`config.mk`:
```
export PLATFORM = sky130hd
export DESIGN_NAME = irq_arb_core
export DESIGN_NICKNAME = d
export VERILOG_FILES = /design/src/rtl/irq_arb_pkg.sv /design/src/rtl/irq_rise_detect.sv /design/src/rtl/irq_top_find.sv /design/src/rtl/irq_arb_core.sv
export SDC_FILE = /design/constraint.sdc
export NUM_CORES = 1
export LEC_CHECK = 0
export BUFFER_PORTS_ARGS = -buffer_cell sky130_fd_sc_hd__buf_4
export CORE_UTILIZATION = 53
export DETAILED_ROUTE_END_ITERATION = 8
export PLACE_DENSITY = 0.84
export RECOVER_POWER = 50
export SLEW_MARGIN = 15
export SYNTH_ARGS = -nofsm -noshare
export SYNTH_HDL_FRONTEND = slang
export SYNTH_HIERARCHICAL = 1
export SYNTH_SLANG_ARGS = --single-unit
```
`constraint.sdc`:
```
create_clock -name clk -period 6.5 [get_ports clk]
set_input_delay 0 -clock clk [delete_from_list [all_inputs] [get_ports clk]]
set_output_delay 0 -clock clk [all_outputs]
set_load 0.05 [all_outputs]
```
`src/rtl/irq_arb_pkg.sv`:
```
package irq_arb_pkg;
    parameter int unsigned LINES = 8;
    parameter int unsigned VEC_W = 8;
    localparam int unsigned IDX_W = $clog2(LINES);

    typedef struct packed {
        logic [LINES-1:0] req;
        logic [LINES-1:0] isr;
        logic             pulse;
        logic             vec_valid;
        logic [VEC_W-1:0] vec;
        logic             slave_sel;
    } arb_state_t;

    // bits at index idx and above
    function automatic logic [LINES-1:0] at_or_above(input logic [IDX_W-1:0] idx);
        return ~((LINES'(1) << idx) - LINES'(1));
    endfunction
endpackage

```
`src/rtl/irq_rise_detect.sv`:
```
module irq_rise_detect #(
    parameter int unsigned N = 8
) (
    input  logic         clk,
    input  logic         rst_n,
    input  logic [N-1:0] pins,
    output logic [N-1:0] rise
);
    logic [N-1:0] prev_d, prev_q;

    always_comb begin
        prev_d = pins;
        rise   = pins & ~prev_q;
    end

    always_ff @(posedge clk or negedge rst_n) begin
        if (!rst_n) prev_q <= '0;
        else        prev_q <= prev_d;
    end
endmodule

```
`src/rtl/irq_top_find.sv`:
```
module irq_top_find #(
    parameter int unsigned N     = 8,
    parameter int unsigned IDX_W = $clog2(N)
) (
    input  logic [N-1:0]     bits,
    output logic             found,
    output logic [IDX_W-1:0] idx
);
    always_comb begin
        found = 1'b0;
        idx   = '0;
        for (int i = 0; i < N; i++) begin
            if (bits[i]) begin
                found = 1'b1;
                idx   = IDX_W'(i);
            end
        end
    end
endmodule

```
`src/rtl/irq_arb_core.sv`:
```
module irq_arb_core
    import irq_arb_pkg::*;
(
    input  logic             clk,
    input  logic             rst_n,
    input  logic [7:0]       irq_in,
    input  logic [7:0]       line_mask,
    input  logic [7:0]       vec_base,
    input  logic             is_master,
    input  logic [7:0]       cascade_map,
    input  logic             auto_eoi,
    input  logic             ack_stb,
    input  logic             eoi_stb,
    input  logic [2:0]       eoi_line,
    output logic             int_pulse,
    output logic             vec_valid,
    output logic [7:0]       vec_out,
    output logic             slave_sel,
    output logic [7:0]       pending,
    output logic [7:0]       in_service
);
    arb_state_t cur_q, nxt_d;

    logic [LINES-1:0] rise, accepted, req_after_ack, isr_after_ack, isr_after_eoi;
    logic             ack_found, rest_found, new_found, eoi_evt;
    logic [IDX_W-1:0] ack_idx, rest_idx, new_idx;

    irq_rise_detect #(.N(LINES)) u_rise (
        .clk(clk), .rst_n(rst_n), .pins(irq_in), .rise(rise)
    );

    assign accepted = rise & ~line_mask;

    irq_top_find #(.N(LINES), .IDX_W(IDX_W)) u_find_ack (
        .bits(cur_q.req), .found(ack_found), .idx(ack_idx)
    );
    irq_top_find #(.N(LINES), .IDX_W(IDX_W)) u_find_rest (
        .bits(req_after_ack), .found(rest_found), .idx(rest_idx)
    );
    irq_top_find #(.N(LINES), .IDX_W(IDX_W)) u_find_new (
        .bits(accepted), .found(new_found), .idx(new_idx)
    );

    always_comb begin
        nxt_d           = cur_q;
        nxt_d.pulse     = 1'b0;
        nxt_d.vec_valid = 1'b0;
        nxt_d.vec       = '0;
        nxt_d.slave_sel = 1'b0;
        req_after_ack   = cur_q.req;
        isr_after_ack   = cur_q.isr;
        eoi_evt         = 1'b0;

        // acknowledge first
        if (ack_stb) begin
            nxt_d.vec_valid = 1'b1;
            if (ack_found) begin
                req_after_ack[ack_idx] = 1'b0;
                if (auto_eoi) begin
                    isr_after_ack[ack_idx] = 1'b0;
                    eoi_evt = 1'b1;
                end else begin
                    isr_after_ack[ack_idx] = 1'b1;
                end
                if (is_master && cascade_map[ack_idx]) nxt_d.slave_sel = 1'b1;
                else nxt_d.vec = vec_base | VEC_W'(ack_idx);
            end else begin
                nxt_d.vec = vec_base | VEC_W'(LINES - 1);
            end
        end

        // then end-of-interrupt
        isr_after_eoi = isr_after_ack;
        if (eoi_stb) begin
            isr_after_eoi[eoi_line] = 1'b0;
            eoi_evt = 1'b1;
        end

        // then new edges
        nxt_d.req   = req_after_ack | accepted;
        nxt_d.isr   = isr_after_eoi;
        nxt_d.pulse = (eoi_evt && rest_found && ((isr_after_eoi & at_or_above(rest_idx)) == '0))
                   || (new_found && ((isr_after_eoi & at_or_above(new_idx)) == '0));
    end

    always_ff @(posedge clk or negedge rst_n) begin
        if (!rst_n) cur_q <= '0;
        else        cur_q <= nxt_d;
    end

    assign int_pulse  = cur_q.pulse;
    assign vec_valid  = cur_q.vec_valid;
    assign vec_out    = cur_q.vec;
    assign slave_sel  = cur_q.slave_sel;
    assign pending    = cur_q.req;
    assign in_service = cur_q.isr;


    masked_edge_dropped_chk: assert property (@(posedge clk) disable iff (!rst_n)
        (|(rise & line_mask & ~cur_q.req)) |=> ((cur_q.req & $past(rise & line_mask & ~cur_q.req)) == '0));

    ack_gives_vector_chk: assert property (@(posedge clk) disable iff (!rst_n)
        ack_stb |=> vec_valid);

    vector_only_after_ack_chk: assert property (@(posedge clk) disable iff (!rst_n)
        vec_valid |-> $past(ack_stb));

    service_set_by_ack_chk: assert property (@(posedge clk) disable iff (!rst_n)
        ((cur_q.isr & ~$past(cur_q.isr)) != '0) |-> ($past(ack_stb) && !$past(auto_eoi)));

    eoi_clears_line_chk: assert property (@(posedge clk) disable iff (!rst_n)
        eoi_stb |=> !in_service[$past(eoi_line)]);

    empty_ack_vector_chk: assert property (@(posedge clk) disable iff (!rst_n)
        (ack_stb && cur_q.req == '0) |=> (vec_out == ($past(vec_base) | VEC_W'(LINES - 1)) && !slave_sel));
endmodule

```
==> key figures, run 1 <==
Outcome
  • Status: finished, violations left
  • Failing checks: max-capacitance violations, max-slew violations

Placed design
  • Final GP Congestion: around 0.87
  • Area after DPL: 2450 µm²
  • Setup Slack @ Placement: 3.64 ns
  • Cell total after placement: 300
  • Post-DP HPWL: 3440 µm
  • Port buffer count: 67

STA
  • Slew @ Worst Pin: 1.88 ns
  • Fin crit period: about 2.9 ns
  • Clk_skew: 0.0132 ns
  • Setup total negative slack: 0 ns
  • RSZ-0062 raised after global routing: false
  • F_max: 0.340 GHz
  • Final WS setup: 3.56 ns
  • Period utilisation layout: 45.2%
  • Final slew viol count: 36
  • Final setup viols: 0
  • Endpoints failing hold: 0
  • Slew headroom: -25.1%

Die
  • # IOs: about 70
  • Rows: 21
  • DIE HEIGHT: 61.9 µm
  • Initial Utilization: 56.1%
  • Die Wd: 61.9 µm
  • Core Footprint: 3390 µm²
  • Die area: 3830 µm²

Yosys
  • Seq cells post-synth: 35
  • Number of synthesized flops with an enable pin: 0
  • Main synth FF type: dfrtp_1
  • Asr flop ratio synth: between 90% and 100%
  • Ys Warns: 6
  • Top post-synthesis cells by count: 35 x dfrtp_1, 26 x nor2_1, 13 x a21oi_1, 10 x nor2b_1, 9 x nand2_1
  • Synthesized net count: 230
  • Leading area contributor after synthesis: dfrtp_1
  • Seq/Total Area, Yosys: 46.1%
  • Cell count after synthesis: 189
  • Most common cell in the netlist: dfrtp_1
  • Area contributors post-synth: dfrtp_1 46%, nor2b_4 5.8%, nor2_1 5.1%, a21oi_1 3.4%, nor2b_1 3.3%
  • Post-synth top area share: between 40% and 50%
  • Post-Synthesis Cell Area: 1900 µm²
  • Post-synth cell types: 41
  • Synthesized area per cell: roughly 10 µm²

Worst setup path
  • Crit path DAT: between 3 and 4 ns
  • Critical path required time: a little under 7 ns
  • Cell mode on critical path: nor2_1
  • FF-to-FF setup slack: 3.56 ns
  • CP top delay family: simple AND/OR/NAND/NOR gates
  • Sequence of cells on the critical path: nor2_1, nand4_1, and3b_1, and2_1, nor2b_1, nor2_1, o31ai_1, nand2_1, a22oi_1, o2111ai_1, o22ai_1
  • Critical Path Start Type: flop
  • Max stage delay on crit path: 0.48 ns
  • CP Class: flop to flop
  • Slowest cell on crit path: o31ai_1
  • Nature of the critical path endpoint: flop
  • CP Max Fanout: 11
  • Buffer and inverter count on the worst path: 0

Clock network
  • Post-CTS Setup Repair Bufs: 0
  • CTS tree: done
  • Clock transition at path regs: 0.12 ns
  • Worst skew pair latency: ~0.36 ns
  • Max clock buf depth: 2
  • Hold Buf Count CTS: 19
  • H-tree lvl count: 2
  • TritonCTS Buffers: 5
  • Clock Tree Root: clkbuf_4
  • Post-CTS sizing: 0
  • Clk sinks: 35

Worst hold path
  • Worst hold-check path type: input pin to flop

Global routing
  • Vias in the first global route: about 1700
  • Global-route wire length before repair: 7590 µm
  • Overflow after GRT: 0
  • Largest net degree at the start of global routing: 36
  • Initial antenna violation count: 0
  • Total GRT Usage: between 20 and 30%

Detailed routing
  • First DRT Iteration DRCs: 113
  • Via/cell ratio: approximately 5.5
  • Routed WL: 4980 µm
  • Via count: around 1800
  • WL per Instance: 15.2 µm
  • Pre-antenna DRT Iters: 5
  • Antenna Violating Nets Remaining: 0
  • Residual DRC: 0

Cells and area
  • Finished layout cell area: 2690 µm²
  • Final Non-Filler Cells: ~330
  • Ant. Diodes: 0
  • FILL cells: between 200 and 250
  • Nets: between 300 and 400
  • Proportion of layout cells with a drive suffix above 1: between 30% and 40%
  • Seq. cell area: 876 µm²
  • Area of the multi-input gates: roughly 960 µm²
  • Syn-to-layout area delta: 41.3%

Power and ir drop
  • Max IR drop VDD: roughly 0.25 mV
  • Pwr Total: 1.12 mW
  • Pwr dens: 418 nW/µm²
  • LEAKAGE: 1.23 nW

Job
  • Max-cap violations: 1
-- layout make-up --
cell class                 count  share of cell area [%]
clock buffer                   5                    1.40
clock inverter                 3                    1.77
inverter                      10                    1.40
multi-input combinational    140                    35.7
sequential                    35                    32.6
tap                           46                    2.14
timing repair buffer          88                    25.0
-- layer usage --
metal  track usage [%]  wire length (µm)  vias up
met5                 0                 0        -
met4              11.4                72        0
met3              5.18               347        9
met2              51.2              2580       86
met1              32.0              1980      845
li1                  -                 -      853
-- worst paths after layout --
path                            cells after the start          start          endpoint
max in group asynchronous                           2          rst_n  u_rise/prev_q[0]
worst min-delay path                                3   line_mask[0]        pending[0]
worst max-delay path                               11     pending[6]         int_pulse
min in group asynchronous                           2          rst_n        pending[2]
worst min register to register                      2  in_service[3]     in_service[3]
worst max register to register                     11     pending[6]         int_pulse
-- logic make-up (layout without fill, tap and decap cells) --
family	count (synthesis)	in the layout	share of synthesized area [%]
AO/OA/AOI/OAI	49	49	19.1
buffers and inverters	14	106	3.49
flip-flops	35	35	46.1
multiplexers	3	3	2.89
AND/OR/NAND/NOR	88	88	28.4
-- cell usage in the layout (no fill, tap or decap), types with 3 or more instances in the layout --
cell / instances
a21oi_1: 13
clkbuf_4: 9
a21boi_0: 7
clkbuf_1: 10
clkinv_1: 3
and2_1: 8
o31a_1: 3
nand2_1: 9
o32ai_1: 4
inv_1: 7
o31ai_1: 7
dlygate4sd3_1: 19
nor2b_1: 10
dfrtp_1: 35
or2_2: 8
buf_4: 55
nor2b_4: 8
nor2_1: 26
nand4_1: 4
nand2b_1: 3
nor3_1: 3
-- metrics by stage --
step	hold WS, ns	utilization, %
global placement	-0.0272	72.2
global route	0.0347	79.3
detailed placement	-0.0252	72.2
floorplan	-0.296	-
CTS	0.0263	80.4
finish	0.0272	79.3
-- power breakdown --
part	leakage, nW	internal [mW]	switching [mW]
sequential	0.420	0.272	0.0380
clock	0.0458	0.0829	0.0812
combinational	0.762	0.224	0.426
total	1.23	0.578	0.545
-- registers in the layout (all words and copies together) (netlist names) --
| register | flops |
|---|---|
| in_service | 8 |
| int_pulse | 1 |
| pending | 8 |
| slave_sel | 1 |
| u_rise/prev_q | 8 |
| vec_out | 8 |
| vec_valid | 1 |
-- tightest hold or removal path: cells and delay by family --
family        cells  cell delay, ns
simple gates      2            0.26
buf+inv           1            0.11
No activity file was read; power rests on OpenSTA's default activity.
==> run 2, diff against run 1 <==
- ABC_AREA: unset -> 1
- CORE_UTILIZATION: 53 -> 46
- PLACE_DENSITY: 0.84 -> 0.76
- clock period: 6.5 -> 2.7 ns (I/O delays scaled with it)
==> key figures, run 2 <==
Outcome
  • Status: finished, violations left
  • Failing checks: max-capacitance violations, max-slew violations

Detailed routing
  • Via count: 2341 (+31%)
  • First DRT Iteration DRCs: 148 (+31%)
  • Antenna Violating Nets Remaining: 0 (unchanged)
  • Pre-antenna DRT Iters: 5 (unchanged)
  • Residual DRC: 0 (unchanged)
  • Via/cell ratio: 5.08 (-7.4%)
  • WL per Instance: 13.1 µm (-14%)
  • Routed WL: 6030 µm (+21%)

Worst setup path
  • Slowest cell on crit path: dfrtp_1
  • Critical Path Start Type: flop
  • R2r worst-path depth: 16 (+5)
  • CP top delay family: simple AND/OR/NAND/NOR gates
  • CP Class: flop to flop
  • Critical path required time: 2.87 ns (-3.92 ns)
  • Max stage delay on crit path: 0.43 ns (-0.05 ns)
  • Worst path depth: 16 (+5)
  • CP Max Fanout: 7 (-4)
  • Buffer and inverter count on the worst path: 2 (+2)
  • Crit path DAT: 2.66 ns (-0.57 ns)
  • FF-to-FF setup slack: 0.21 ns (-3.35 ns)
  • Sequence of cells on the critical path: nor2_1, nand2_1, nand2_1, nand2_1, inv_1, nand2_1, inv_1, nor2_1, nor2_2, nand2_2, nor3_2, nand4_1, nand2_1, nor2_1, nand3_1, nand2_1
  • Nature of the critical path endpoint: flop
  • Cell mode on critical path: nand2_1

Cells and area
  • Ant. Diodes: 0 (unchanged)
  • Nets: 449 (+40%)
  • Commonest non-fill, non-tap cell in the layout: inv_1
  • Commonest cells after routing, fill and taps aside: 71 x inv_1, 60 x nand2_1, 56 x buf_4
  • Syn-to-layout area delta: 44.5%
  • Proportion of layout cells with a drive suffix above 1: 24.0% (-9.5 points)

Yosys
  • Number of synthesized flops with an enable pin: 0 (unchanged)
  • Seq/Total Area, Yosys: 41.0% (-5.1 points)
  • Most common cell in the netlist: inv_1
  • Synthesized net count: 346 (+50%)
  • Post-synth top area share: 41.0% (-5.1 points)
  • Post-Synthesis Cell Area: 2140 µm² (+12%)
  • Synthesized area per cell: 7.01 µm² (-30%)
  • Ys Warns: 6 (unchanged)
  • Seq cells post-synth: 35 (unchanged)
  • Asr flop ratio synth: 100% (unchanged)
  • Main synth FF type: dfrtp_1
  • Post-synth cell types: 24 (-41%)
  • Area contributors post-synth: dfrtp_1 41%, inv_1 12%, nand2_1 11%, nor2_1 8.4%, nand4_1 5.0%
  • Top post-synthesis cells by count: 71 x inv_1, 64 x nand2_1, 48 x nor2_1, 35 x dfrtp_1, 17 x nand4_1
  • Cell count after synthesis: 305 (+61%)
  • Leading area contributor after synthesis: dfrtp_1

STA
  • Slew headroom: -27.9% (-2.8 points)
  • Endpoints failing hold: 0 (unchanged)
  • Clk_skew: 0.00683 ns (-0.00634 ns)
  • Setup total negative slack: 0 ns (unchanged)
  • Final slew viol count: 36 (unchanged)
  • Period utilisation layout: 92.2% (+47 points)
  • Final setup viols: 0 (unchanged)
  • F_max: 0.402 GHz (+18%)
  • RSZ-0062 raised after global routing: false
  • Slew @ Worst Pin: 1.92 ns (+0.0423 ns)
  • Fin crit period: 2.49 ns (-0.451 ns)

Clock network
  • Clk sinks: 35 (unchanged)
  • TritonCTS Buffers: 5 (unchanged)
  • Max clock buf depth: 2 (unchanged)
  • Clock Tree Root: clkbuf_8
  • Clock transition at path regs: 0.07 ns (-0.05 ns)
  • CTS tree: done
  • H-tree lvl count: 2 (unchanged)
  • Worst skew pair latency: 0.28 ns (-0.08 ns)

Die
  • # IOs: 68 (unchanged)
  • DIE HEIGHT: 70.2 µm (+13%)
  • Core Footprint: 4410 µm² (+30%)
  • Die area: 4930 µm² (+29%)
  • Initial Utilization: 48.4% (-7.7 points)
  • Rows: 24 (+14%)
  • Die Wd: 70.2 µm (+13%)

Power and ir drop
  • Clock share of power: 15.4% (+0.8 points)
  • Max IR drop VDD: 0.666 mV (+170%)
  • P_sw: 1.42 mW (+160%)
  • Pwr Total: 2.83 mW (+150%)
  • Switching part of the total power: 50.1% (+1.6 points)
  • Internal power component: 1.41 mW (+140%)
  • Sequential power share: 26.2% (-1.4 points)
  • LEAKAGE: 1.73 nW (+41%)
  • Combinational Power Share: 58.4% (+0.6 points)
  • Pwr dens: 915 nW/µm² (+120%)

Placed design
  • Final GP Congestion: 0.867 (-0.16%)
  • Port buffer count: 67 (unchanged)
  • Post-DP HPWL: 4390 µm (+28%)

Global routing
  • Vias in the first global route: 2261 (+31%)
  • Total GRT Usage: 26.3% (-1.6 points)
  • Largest net degree at the start of global routing: 36 (unchanged)
  • Initial antenna violation count: 0 (unchanged)
  • Overflow after GRT: 0 (unchanged)
  • Global-route wire length before repair: 10300 µm (+35%)

Worst hold path
  • Worst hold-check path type: input pin to flop
  • Hold Path Depth: 4 (+1)

Job
  • Max-cap violations: 1 (unchanged)
[run 2: cell types whose count changed in the layout (fill, tap and decap cells not counted), sizes merged, moves of 6 or more]
cell         before  now
inv               8   71
nand2             9   67
nor2             27   60
nor2b            19    0
nand3             1   16
nand4             4   17
a21oi            15    6
and2              8    0
dlygate4sd3      19   27
o22ai             1    8
o31ai             7    0
or2               8    1
a21boi            7    1
[run 2: worst paths after layout]
| kind | from | to |
|---|---|---|
| worst max-delay path | pending[5] | int_pulse |
| worst min-delay path | eoi_line[2] | in_service[7] |
| worst max register to register | pending[5] | int_pulse |
| worst min register to register | u_rise/prev_q[7] | pending[7] |
| max in group asynchronous | rst_n | int_pulse |
| min in group asynchronous | rst_n | u_rise/prev_q[1] |
[run 2: power groups by stage]
stage	sequential, mW	combinational [mW]	clock (mW)
after floorplan	1.17	0.694	0
after global placement	0.744	1.55	0
after detailed placement	0.747	1.56	0
after CTS	0.738	1.60	0.443
after global routing	0.757	1.80	0.464
final	0.741	1.65	0.434
[run 2: stage by stage]
stage,worst slack [ns],util (%),hold WS (ns),area (µm²),instances
global route,0.00378,70.0,0.131,3090,461
finish,0.211,70.0,0.101,3090,461
CTS,0.134,69.8,0.105,3080,460
global placement,0.143,61.3,-0.0238,2710,425
floorplan,0.229,-,-0.296,2140,305
detailed placement,0.164,61.3,-0.0177,2710,425
[run 2: routing by layer]
| metal | wire length (µm) | track usage [%] | vias to the layer above | share of wire [%] |
|---|---|---|---|---|
| met5 | 0 | 0 | - | 0 |
| met2 | 3020 | 46.0 | 104 | 50 |
| met1 | 2510 | 33.3 | 1079 | 42 |
| met4 | 43 | 6.22 | 0 | 0.71 |
| met3 | 462 | 5.34 | 4 | 7.7 |
| li1 | - | - | 1154 | - |
[run 2: cells by family (layout without fill, tap and decap cells)]
family	after synthesis	count (layout)	synth area share (%)
buffers and inverters	73	177	13.5
flip-flops	35	35	41.0
AO/OA/AOI/OAI	24	24	6.67
AND/OR/NAND/NOR	173	173	38.9
[run 2: worst reg2reg max path, stage by stage (launching register included)]
cell and delay [ns]:
dfrtp_1 0.43, nor2_1 0.21, nand2_1 0.09, nand2_1 0.17, nand2_1 0.22, inv_1 0.14
nand2_1 0.12, inv_1 0.09, nor2_1 0.06, nor2_2 0.18, nand2_2 0.14, nor3_2 0.21
nand4_1 0.11, nand2_1 0.07, nor2_1 0.05, nand3_1 0.06, nand2_1 0.05
[run 2: what timing repair did]
item                                   4_1_cts  5_1_grt
endpoints found under the hold margin       61        0
hold buffers                                27        0
gates resized for setup                      0       10
setup buffers                                0        1
setup endpoints to repair                    0        1
[run 2: layout make-up]
class	instances	area, µm²
fill	377	1330
inverter	71	267
clock inverter	1	7.51
clock buffer	7	96.3
multi-input combinational	197	997
tap	52	65.1
sequential	35	876
timing repair buffer	98	781
